--- src/rtl/led_cmd_seq.sv ---
module led_cmd_seq #(
  parameter int CHANNELS = 4,
  parameter int WORD_W   = 16,
  parameter int HALF_DIV = 2,
  localparam int AW = (CHANNELS > 1) ? $clog2(CHANNELS) : 1
) (
  input  logic              clk,
  input  logic              rst_n,
  input  logic              wr_valid,
  output logic              wr_ready,
  input  logic [AW-1:0]     wr_addr,
  input  logic [WORD_W-1:0] wr_data,
  input  logic              start,
  output logic              busy,
  output logic              done,
  output logic              sck,
  output logic              sin,
  output logic              trans
);

  localparam int HW        = (HALF_DIV > 1) ? $clog2(HALF_DIV) : 1;
  localparam int SW        = $clog2(2 * WORD_W);
  localparam int BW        = (WORD_W > 1) ? $clog2(WORD_W) : 1;
  localparam int WORD_LAST = 2 * WORD_W - 1;
  localparam int LATCH_LAST = 6;

  typedef enum logic [2:0] {
    S_IDLE, S_SHIFT, S_GAP, S_PRE, S_LATCH, S_POST, S_DONE
  } state_t;

  state_t            state;
  logic [HW-1:0]     hcnt;
  logic [SW-1:0]     step;
  logic [AW-1:0]     chan;
  logic [WORD_W-1:0] mem [CHANNELS];
  logic [BW-1:0]     bit_idx;
  logic              half_end;

  assign half_end = (hcnt == HW'(HALF_DIV - 1));
  assign busy     = (state != S_IDLE);
  assign wr_ready = ~busy;
  assign bit_idx  = BW'(WORD_W - 1) - BW'(step[SW-1:1]);

  always_ff @(posedge clk) begin
    if (!rst_n) begin
      for (int i = 0; i < CHANNELS; i++) mem[i] <= '0;
    end else if (wr_valid && wr_ready && (int'(wr_addr) < CHANNELS)) begin
      mem[wr_addr] <= wr_data;
    end
  end

  always_ff @(posedge clk) begin
    if (!rst_n) begin
      state <= S_IDLE;
      hcnt  <= '0;
      step  <= '0;
      chan  <= '0;
    end else begin
      hcnt <= (state == S_IDLE || state == S_DONE || half_end) ? '0 : hcnt + 1'b1;
      unique case (state)
        S_IDLE: if (start) begin
          state <= S_SHIFT;
          step  <= '0;
          chan  <= '0;
        end
        S_SHIFT: if (half_end) begin
          if (step == SW'(WORD_LAST)) begin
            state <= S_GAP;
            step  <= '0;
          end else begin
            step <= step + 1'b1;
          end
        end
        S_GAP: if (half_end) begin
          if (chan == AW'(CHANNELS - 1)) begin
            state <= S_PRE;
          end else begin
            chan  <= chan + 1'b1;
            state <= S_SHIFT;
          end
        end
        S_PRE: if (half_end) begin
          state <= S_LATCH;
          step  <= '0;
        end
        S_LATCH: if (half_end) begin
          if (step == SW'(LATCH_LAST)) state <= S_POST;
          else step <= step + 1'b1;
        end
        S_POST:  if (half_end) state <= S_DONE;
        S_DONE:  state <= S_IDLE;
        default: state <= S_IDLE;
      endcase
    end
  end

  always_ff @(posedge clk) begin
    if (!rst_n) begin
      sck   <= 1'b0;
      sin   <= 1'b0;
      trans <= 1'b0;
      done  <= 1'b0;
    end else begin
      sck   <= (state == S_SHIFT || state == S_LATCH) && step[0];
      trans <= (state == S_GAP || state == S_LATCH);
      sin   <= (state == S_SHIFT) ? mem[chan][bit_idx] : 1'b0;
      done  <= (state == S_DONE);
    end
  end

endmodule

--- config.mk ---
export PLATFORM = sky130hd
export DESIGN_NAME = led_cmd_seq
export DESIGN_NICKNAME = d
export VERILOG_FILES = /design/src/rtl/led_cmd_seq.sv
export SDC_FILE = /design/constraint.sdc
export NUM_CORES = 1
export LEC_CHECK = 0
export ABC_AREA = 1
export CORE_MARGIN = 5
export CORE_UTILIZATION = 58
export DETAILED_ROUTE_END_ITERATION = 10
export GPL_ROUTABILITY_DRIVEN = 0
export PLACE_DENSITY = 0.79
export SYNTH_ARGS = -nofsm -noshare
export SYNTH_HDL_FRONTEND = slang
export SYNTH_SLANG_ARGS = --single-unit
--- constraint.sdc ---
create_clock -name clk -period 3 [get_ports clk]
set_clock_uncertainty 0.2 [all_clocks]
set_input_delay 0.3 -clock clk [delete_from_list [all_inputs] [get_ports clk]]
set_output_delay 0.3 -clock clk [all_outputs]
set_load 0.01 [all_outputs]
==> results.toml <==
[sta]
setup_viol = 0
relSlewSlack_pct = 59.23
setup_ws_ns = 0.7674
period_needed_ns = 2.233
min_period_over_period_pct = 74.42
max_freq_ghz = 0.4479
rsz0062_at_grt = "false"
setup-tns-final_ns = 0
worstMarginPinSlew_ns = 0.6107
report.final.slew_viol_count = 0
hold_violations = 0

[route]
drcViolationCount = 0
firstDrtPassIters = 4
drt-total-wl_um = 8194
vias = 3000
postRouteAntennaNets = 0
viasPerCell = 5.386
dr.first_iter.drc_count = 245
avgRoutedWirePerCell_um = 14.71

[final_layout]
syn2layout_area_growth_pct = 13.57
diodes = 0
multi_input_area_um2 = 1340
final_layout_size_suffix_gt1_share_pct = 8.542
regArea_um2 = 2262
fill_cells = 507
finalNetCount = 502

[grt]
grt_use_total_pct = 20.49
grt_max_degree = 33
grt_first_pass_wirelength_um = 13480
antenna_found_initial = 0
gr-total-overflow = 0
grt_pass1_vias = 2813

[power]
leakage_nw = 1.859
switching_power_w = 0.001194
seqPwrFrac_pct = 45.2
p_clk_share_pct = 22.5
vdd_drop_max_mv = 0.4264
p_comb_share_pct = 32.3
internal_power_w = 0.002001
swShare_pct = 37.37
power_density_nw_per_um2 = 724.6

[critical_path]
slowest_stage = "clkdlybuf4s50_1"
r2r-end = "mem[0][12]"
cp_cell_sequence = "clkdlybuf4s50_1 -> clkinv_1 -> nor2_2 -> inv_2 -> nor2_4 -> nand2_2 -> nand2_1 -> buf_4"
critPathKind = "input pin to flip-flop"
critical_path_arrival_ns = 2.07
ff2ff_path_depth = 10
worst-path-max-fanout = 17
cp-start-kind = "input pin"
r2r_slack_ns = 0.83
end_kind = "flip-flop"
rr_startpoint = "state[0]"
endpoint = "mem[0][12]"
cp-startpoint = "rst_n"
critical-path-max-stage-delay_ns = 0.69
cp.required_ns = 2.84

[floorplanning]
start_util_pct = 60.45
ioPinCount = 28
die_w_um = 91.82
core_um2 = 6422
die_area_um2 = 8430
num_rows = 29
fp.dieH_um = 91.82

[clock_tree]
clock_latency_ns = 0.36
cts_hold_buf = 0
cts_buffer_depth = 2
clockRootBuffer = "clkbuf_8"
tritoncts = "yes"
cts_sinks = 81
numCtsBuffers = 9
htree_levels = 3
post_cts_resized = 0
postCtsSetupBuffers = 0
path_clk_slew_ns = 0.09

[synth]
synth-seq-cells = 81
yosysSeqAreaShare_pct = 58.27
yosys.cell_types.count = 24
yosysWarnings = 0
synth_nets = 473
synth_area_um2 = 3882
syn_inst = 446
syn_area_per_cell_um2 = 8.705

[status]
status = "finished clean"

[placement]
dpl_worst_slack_ns = 0.4316
port_buffers = 27
dp_hpwl_um = 5361

[flow_run]
maxCapViolations = 0

[min_path]
hold_class = "flip-flop to flip-flop"
placed cells by master, fill, tap and decap left out, types with 6 or more instances in the layout:
cell type        netlist  routed
nand2_1              111     111
dfxtp_1               17      17
edfxtp_1              64      64
nor3_1                19      19
nor2_1                67      67
o21ai_0               12      11
clkbuf_8               0       9
nand3_1               51      51
buf_4                  1      11
clkdlybuf4s50_1        0      27
o21ai_1                5       6
a21oi_1               14      14
inv_1                 41      41
worst min-delay path by stage:
stage                     startpoint  cells past startpoint  end
after floorplan              step[0]                      2  sck
after global placement       step[0]                      2  sck
after detailed placement     step[0]                      2  sck
after CTS                    step[0]                      2  sck
after global routing         step[0]                      2  sck
final                        step[0]                      2  sck
power groups by stage:
stage | logic [W] | registers (W) | clock network [W]
after detailed placement | 0.00101 | 0.00147 | 0
after global routing | 0.00115 | 0.00146 | 0.000790
final | 0.00103 | 0.00144 | 0.000719
after CTS | 0.00102 | 0.00144 | 0.000726
after floorplan | 0.000747 | 0.00143 | 0
after global placement | 0.000991 | 0.00146 | 0
routing by layer:
layer  part of all wire [%]  up-vias  routed length (µm)  GRT usage [%]
li1                       -     1514                   -              -
met1                     40     1373                3302          25.59
met2                     51      100                4177          35.79
met3                    7.3       13                 599          4.992
met4                    1.4        0                 114          5.322
met5                      0        -                   0              0
cells in the mapped netlist, drive strengths merged:
library cell / n / area (µm²)
ha: 5 / 62.56
dfxtp: 17 / 340.3
o211a: 1 / 10.01
nor3: 19 / 95.09
o21ai: 17 / 85.08
edfxtp: 64 / 1922
inv: 45 / 168.9
nor2: 72 / 292.8
buf: 12 / 75.07
a21oi: 14 / 70.07
xor2: 1 / 8.760
nor4: 1 / 6.260
clkbuf: 8 / 30.03
nand3: 51 / 255.2
clkinv: 3 / 11.26
nand2: 115 / 441.7
o31ai: 1 / 7.510
critical path, delay by kind of cell:
kind	cells	cell delay (ns)
and+or+nand+nor	4	0.58
buffers and inverters	4	1.18
through the flow:
stage	util, %	hold slack, ns	power [W]	std cells	cell area, µm²
2_1_floorplan	-	0.2591	0.002173	446	3882
3_3_place_gp	65.89	0.2825	0.002456	541	4232
3_5_place_dp	65.89	0.2961	0.002483	541	4232
4_1_cts	68.65	0.3119	0.003191	557	4409
5_1_grt	68.65	0.3317	0.003402	557	4409
6_report	68.65	0.3075	0.003195	557	4409
kinds of logic (layout without fill, tap and decap cells):
group,after synthesis,after routing,synth area share (%)
XOR/XNOR,1,1,0.2256
flip-flops,81,81,58.27
AO/OA/AOI/OAI,33,33,4.447
adder cells (fa/ha/maj),5,5,1.611
buffers and inverters,68,102,7.348
AND/OR/NAND/NOR,258,258,28.10
state kept, by name, indices dropped and copies added (netlist names), named ones only:
signal / cells
sck: 1
sin: 1
half_end: 1
chan: 2
mem: 64
step: 5
trans: 1
state: 3
done: 1
layout make-up:
class                   count  share of cell area (%)
repair buffers             38                   8.002
inverters                  48                   4.086
clock inverters             7                   1.220
clock buffers               9                   2.809
flip-flops and latches     81                   51.31
multi-input cells         297                   30.39
well taps                  77                   2.185
(Power assumes the default switching activity.)
